File: src/rtl/trap_pkg.sv
package trap_pkg;

    localparam int MASK_W = 5;

    // Field order matches the mask bit positions (first field is bit 4).
    typedef struct packed {
        logic slt;
        logic sgt;
        logic eq;
        logic ult;
        logic ugt;
    } rel_t;

    typedef struct packed {
        logic [3:0] cls;
        logic [3:0] sub;
    } cause_t;

    localparam logic [3:0] CLS_PROGRAM = 4'h7;
    localparam logic [3:0] SUB_TRAP    = 4'h2;

    localparam cause_t CAUSE_NONE = '{cls: 4'h0, sub: 4'h0};
    localparam cause_t CAUSE_TRAP = '{cls: CLS_PROGRAM, sub: SUB_TRAP};

    function automatic logic any_enabled(input rel_t rel, input logic [MASK_W-1:0] mask);
        return |(rel & mask);
    endfunction

    function automatic cause_t cause_for(input logic fire);
        return fire ? CAUSE_TRAP : CAUSE_NONE;
    endfunction

endpackage

File: src/rtl/trap_opsel.sv
module trap_opsel #(
    parameter int DATA_W = 32,
    parameter int IMM_W  = 16
) (
    input  logic [DATA_W-1:0] reg_b,
    input  logic [IMM_W-1:0]  imm,
    input  logic              use_imm,
    output logic [DATA_W-1:0] opnd_b
);
    localparam int EXT_W = DATA_W - IMM_W;

    logic [DATA_W-1:0] imm_ext;

    generate
        if (EXT_W > 0) begin : g_ext
            assign imm_ext = {{EXT_W{imm[IMM_W-1]}}, imm};
        end else begin : g_noext
            assign imm_ext = imm[DATA_W-1:0];
        end
    endgenerate

    always_comb begin
        opnd_b = use_imm ? imm_ext : reg_b;
    end
endmodule

File: src/rtl/trap_compare.sv
module trap_compare
    import trap_pkg::*;
#(
    parameter int DATA_W = 32
) (
    input  logic [DATA_W-1:0] opnd_a,
    input  logic [DATA_W-1:0] opnd_b,
    output rel_t              rel
);
    logic signed [DATA_W-1:0] sa;
    logic signed [DATA_W-1:0] sb;

    always_comb begin
        sa      = $signed(opnd_a);
        sb      = $signed(opnd_b);
        rel.slt = sa < sb;
        rel.sgt = sa > sb;
        rel.eq  = opnd_a == opnd_b;
        rel.ult = opnd_a < opnd_b;
        rel.ugt = opnd_a > opnd_b;
    end
endmodule

File: src/rtl/trap_qualify.sv
module trap_qualify
    import trap_pkg::*;
(
    input  logic              clk,
    input  logic              rst,
    input  logic              issue,
    input  logic [MASK_W-1:0] mask,
    input  rel_t              rel,
    output logic              trap_q,
    output cause_t            cause_q
);
    logic fire;

    always_comb begin
        fire = issue && any_enabled(rel, mask);
    end

    always_ff @(posedge clk) begin
        if (rst) begin
            trap_q  <= 1'b0;
            cause_q <= CAUSE_NONE;
        end else begin
            trap_q  <= fire;
            cause_q <= cause_for(fire);
        end
    end
endmodule

File: src/rtl/trap_eval.sv
module trap_eval
    import trap_pkg::*;
#(
    parameter int DATA_W = 32,
    parameter int IMM_W  = 16
) (
    input  logic              clk,
    input  logic              rst,
    input  logic              issue_i,
    input  logic [DATA_W-1:0] src_a_i,
    input  logic [DATA_W-1:0] reg_b_i,
    input  logic [IMM_W-1:0]  imm_i,
    input  logic              use_imm_i,
    input  logic [MASK_W-1:0] cond_mask_i,
    output logic              trap_o,
    output logic [7:0]        cause_o
);
    logic [DATA_W-1:0] opnd_b;
    rel_t              rel;
    cause_t            cause_q;

    trap_opsel #(.DATA_W(DATA_W), .IMM_W(IMM_W)) u_opsel (
        .reg_b   (reg_b_i),
        .imm     (imm_i),
        .use_imm (use_imm_i),
        .opnd_b  (opnd_b)
    );

    trap_compare #(.DATA_W(DATA_W)) u_cmp (
        .opnd_a (src_a_i),
        .opnd_b (opnd_b),
        .rel    (rel)
    );

    trap_qualify u_qual (
        .clk     (clk),
        .rst     (rst),
        .issue   (issue_i),
        .mask    (cond_mask_i),
        .rel     (rel),
        .trap_q  (trap_o),
        .cause_q (cause_q)
    );

    assign cause_o = cause_q;
endmodule

File: config.mk
export PLATFORM = sky130hd
export DESIGN_NAME = trap_eval
export DESIGN_NICKNAME = d
export VERILOG_FILES = /design/src/rtl/trap_pkg.sv /design/src/rtl/trap_opsel.sv /design/src/rtl/trap_compare.sv /design/src/rtl/trap_qualify.sv /design/src/rtl/trap_eval.sv
export SDC_FILE = /design/constraint.sdc
export NUM_CORES = 1
export LEC_CHECK = 0
export BUFFER_PORTS_ARGS = -buffer_cell sky130_fd_sc_hd__buf_2
export CAP_MARGIN = 0
export CORE_MARGIN = 3
export CORE_UTILIZATION = 42
export DETAILED_ROUTE_END_ITERATION = 8
export PLACE_DENSITY_LB_ADDON = 0.05
export SLEW_MARGIN = 0
export SYNTH_ARGS = -nofsm -noshare
export SYNTH_HDL_FRONTEND = slang
export SYNTH_SLANG_ARGS = --single-unit
File: constraint.sdc
create_clock -name clk -period 6 [get_ports clk]
set_input_delay 0.6 -clock clk [delete_from_list [all_inputs] [get_ports clk]]
set_output_delay 0.6 -clock clk [all_outputs]
set_load 0.1 [all_outputs]
==> run metrics, run 1 <==
Tmin final=3.62 ns; ANT cells=0; ys flop type=dfxtp_1; pin count of the biggest net entering global routing=18; Core Util, Final=62.5%; M3 GR Usage=0.219%; max reg flops=1; Core ar.=2540 um2; vias per cell=5.32; placed cell area=1590 um2; Detail Route Antenna Nets=0; Cell Pwr Density=102 nW/um2; Worst Path Max Fanout=17; Max Cap Viol=0; TritonRoute pass-1 iters=4; Die ar.=3420 um2; sequential element share of the synthesized area=1.73%; GR peak layer=met2; Tot GR Track Use=17.3%; hold buffer count at CTS=0; Hold Vio Cnt, Final=0; number of enable flip-flop cells after synthesis=0; DPL Wire Length=2.87 mm; Synth area leaders=ha_1 (35%), a21oi_1 (13%), mux2i_1 (13%); Mapped Cells=144; Placed Instances=257; Final TNS setup=0 ns; Tightest Hold Check Type=in2reg; Worst-Margin Slew=0.564 ns; Std-Cell Rows=18; Starting Density=45.4%; total grt overflow=0; global-route wire length before repair=4.93 mm; LEAKAGE=0.896 nW; Post-CTS Resized=0; Tcrit/Tclk final=60.4%; Async SR Flop Fraction=0%; Iter 0 DRT Violations=46; clock transition at the registers of the reported paths=0 ns; Critical Path Start Type=input pin; synthesized flop and latch total=1; overall routed net length=3.16 mm; Yosys cell types=35; biggest area consumer among synthesized cells=ha_1; die width=58.5 um; syn_area_per_cell=8.03 um2; commonest non-fill, non-tap cell in the layout=buf_2; post-synth top area share=34.6%; outcome=completed; Yosys warning count=0; CP Data Required Time=5.90 ns; fin cells=257; CP Capture Type=flip-flop; via count=1367; placer congestion estimate=0.808; fin. max-slew vios=0; Setup Viol. Count Final=0; most frequent cells in the layout=buf_2 (93), ha_1 (32), a21oi_1 (31); postcts setup bufs=0; RSZ-0062 raised after global routing=false; antenna violations before repair=0; post-route cell area=1590 um2; routed wire length per instance=12.3 um; Crit Path Class=in2reg; leading registers by flop count=u_qual.cause_q (1); share of cells above drive strength 1=43.2%; Slew HR=62.4%; M1 GR Usage=18.8%; largest register by flop count=u_qual.cause_q; hold depth=2; port bufs=93; die outline height=58.5 um; met2 usage=37.2%; Worst EP arrival=3.52 ns; layout net count=350; filler cell count in the final layout=249; I/O pins=98; area grow syn2layout=37.7%; fmax=276 MHz; Max IR drop VDD=0.0963 mV; synthesized area=1160 um2; vias in the first global route=1295; DRC viols=0
critical path, stage by stage:
cell	delay, ns
buf_2	0.37
clkinv_1	0.50
a21oi_1	0.29
ha_1	0.34
nand4_4	0.16
nor2_1	0.07
a22oi_2	0.14
or4b_4	0.49
nand3b_1	0.19
mux2i_1	0.14
o32ai_1	0.23
routing by layer:
metal,vias to the layer above,routed length [um]
met5,-,0
met4,0,32
met3,2,246
met2,58,1720
met1,590,1160
li1,717,-
stage by stage:
step	total power (W)	worst slack (ns)	hold slack (ns)
after floorplan	0.000124	2.63	0.716
after global placement	0.000158	2.50	0.823
after detailed placement	0.000163	2.35	0.833
after CTS	0.000163	2.34	0.833
after global routing	0.000179	2.08	0.840
final	0.000162	2.38	0.836
layout make-up:
| class | count | area (um2) | area share, % |
|---|---|---|---|
| inverters | 5 | 18.8 | 1.18 |
| multi-input cells | 128 | 1050 | 66.0 |
| flip-flops and latches | 1 | 20.0 | 1.26 |
| well taps | 30 | 37.5 | 2.36 |
| repair buffers | 93 | 465 | 29.2 |
power by group:
| group | internal, W | total (W) | switching (W) |
|---|---|---|---|
| Combinational | 0.0000594 | 0.000154 | 0.0000944 |
| Clock | 0 | 0 | 0 |
| Sequential | 0.00000764 | 0.00000835 | 0.000000709 |
| Total | 0.0000671 | 0.000162 | 0.0000951 |
cell usage after synthesis (all sizes together), types with 2 or more instances:
cell	number
ha	32
a21oi	31
mux2i	15
buf	10
nand4	8
nand3	6
a21boi	4
inv	4
nand2	4
clkbuf	3
o21ai	3
a21o	2
a22oi	2
nor2	2
nor3	2
nor4	2
final timing paths:
kind | from | endpoint | slack (ns)
worst max-delay path | use_imm_i | u_qual.cause_q[5] | 2.38
worst min-delay path | rst | u_qual.cause_q[5] | 0.84
kinds of logic after synthesis:
family	count (synthesis)	synth area share, %
AND/OR/NAND/NOR	29	17.0
multiplexers	16	14.0
adder cells (fa/ha/maj)	32	34.6
other	1	0.324
flip-flops	1	1.73
AO/OA/AOI/OAI	47	23.9
buffers and inverters	18	8.44
No activity file was read; power rests on OpenSTA's default activity.
==> run 2: changes to the inputs <==
CORE_UTILIZATION = 39   (was 42)
clock period = 3.7 ns   (was 6 ns; I/O delays follow)
==> run metrics, run 2 (synthesized netlist as in run 1, its figures left out) <==
outcome=completed (unchanged); Die ar.=3650 um2 (was 3420 um2); antenna violations before repair=0 (unchanged); Worst Hold Margin=0.605 ns (was 0.836 ns); CP Launch Point=use_imm_i (unchanged); ANT cells=0 (unchanged); Tightest Hold Check Type=in2reg (unchanged); LEAKAGE=0.901 nW (was 0.896 nW); Max Cap Viol=0 (unchanged); Max IR drop VDD=0.154 mV (was 0.0963 mV); Hold Vio Cnt, Final=0 (unchanged); area grow syn2layout=38.4% (was 37.7%); die width=60.4 um (was 58.5 um); Worst EP arrival=2.86 ns (was 3.52 ns); Worst-Margin Slew=0.558 ns (was 0.564 ns); placer congestion estimate=0.710 (was 0.808); Crit Path Class=in2reg (unchanged); pin count of the biggest net entering global routing=18 (unchanged); Starting Density=41.6% (was 45.4%); port bufs=93 (unchanged); vias in the first global route=1324 (was 1295); routed wire length per instance=12.7 um (was 12.3 um); CP Capture Type=flip-flop (unchanged); Hold Crit Start=rst (unchanged); hold depth=2 (unchanged); Post-CTS Resized=0 (unchanged); most frequent cells in the layout=buf_2 (93), ha_1 (32), a21oi_1 (31) (unchanged); max reg flops=1 (unchanged); CP Data Required Time=3.60 ns (was 5.90 ns); TritonRoute pass-1 iters=4 (unchanged); Cell Pwr Density=166 nW/um2 (was 102 nW/um2); leading registers by flop count=u_qual.cause_q (1) (unchanged); Core ar.=2780 um2 (was 2540 um2); Worst Path Max Fanout=17 (unchanged); total grt overflow=0 (unchanged); Tot GR Track Use=16.8% (was 17.3%); Tmin final=2.96 ns; fmax=337 MHz; Core Util, Final=57.5% (was 62.5%); clock transition at the registers of the reported paths=0 ns (about the same); postcts setup bufs=0 (unchanged); Final TNS setup=0 ns (unchanged); Slew HR=62.8% (was 62.4%); hold buffer count at CTS=0 (unchanged); overall routed net length=3.29 mm (was 3.16 mm); Setup Viol. Count Final=0 (unchanged); Critical Path Start Type=input pin (unchanged); Iter 0 DRT Violations=49 (was 46); hold worst-path end=u_qual.cause_q[5] (unchanged); DPL Wire Length=3.03 mm (was 2.87 mm); share of cells above drive strength 1=43.4% (was 43.2%); Setup WS pre-CTS=0.723 ns (was 2.35 ns); vias per cell=5.28 (was 5.32); Detail Route Antenna Nets=0 (unchanged); RSZ-0062 raised after global routing=false (unchanged); layout net count=351 (was 350); Tcrit/Tclk final=80.1%; global-route wire length before repair=4.97 mm (was 4.93 mm); I/O pins=98 (unchanged); filler cell count in the final layout=265 (was 249); Std-Cell Rows=19 (was 18); via count=1367 (unchanged); commonest non-fill, non-tap cell in the layout=buf_2 (unchanged); setup ws final=0.737 ns (was 2.38 ns); die outline height=60.4 um (was 58.5 um); fin. max-slew vios=0 (unchanged); largest register by flop count=u_qual.cause_q (unchanged); DRC viols=0 (unchanged)
run 2: cell count changes in the layout (fill, tap and decap cells not counted), sizes merged:
cell / change
buf: +1
run 2: worst max-delay path by stage:
stage | to | depth (start not counted)
2_1_floorplan | u_qual.cause_q[5] | 13
6_report | u_qual.cause_q[5] | 11
4_1_cts | u_qual.cause_q[5] | 11
3_5_place_dp | u_qual.cause_q[5] | 11
3_3_place_gp | u_qual.cause_q[5] | 11
5_1_grt | u_qual.cause_q[5] | 11
run 2: power by group:
group          switching (W)  internal, W  leakage (nW)
Combinational       0.000155    0.0000976         0.892
Clock                      0            0             0
Sequential        0.00000107    0.0000124       0.00829
Total               0.000156     0.000110         0.901
run 2: final cells by class:
type                            instances  area (um2)  area share [%]
Multi-Input combinational cell        128        1050            65.6
Timing Repair Buffer                   94         473            29.6
Tap cell                               31        38.8            2.42
Sequential cell                         1        20.0            1.25
Inverter                                5        18.8            1.17
run 2: critical path: stages:
cell and delay (ns):
buf_2 0.09, and2_1 0.48, a21oi_1 0.09, ha_1 0.40, nand4_4 0.16, nor3_1 0.08
a22oi_2 0.15, or4b_4 0.49, nand3b_1 0.19, mux2i_1 0.13, o32ai_1 0.22
run 2: stage by stage:
step,instances,instance area (um2),total power (W)
final,259,1600,0.000266
after global routing,259,1600,0.000294
after CTS,259,1600,0.000268
after detailed placement,259,1600,0.000267
after global placement,259,1600,0.000258
after floorplan,147,1170,0.000201
run 2: routing by layer:
layer	wire length, um	GRT usage (%)	share of wire (%)
met1	1250	18.5	38
met2	1780	36.3	54
met3	263	0.426	8.0
met4	0	1.24	0
met5	0	0	0
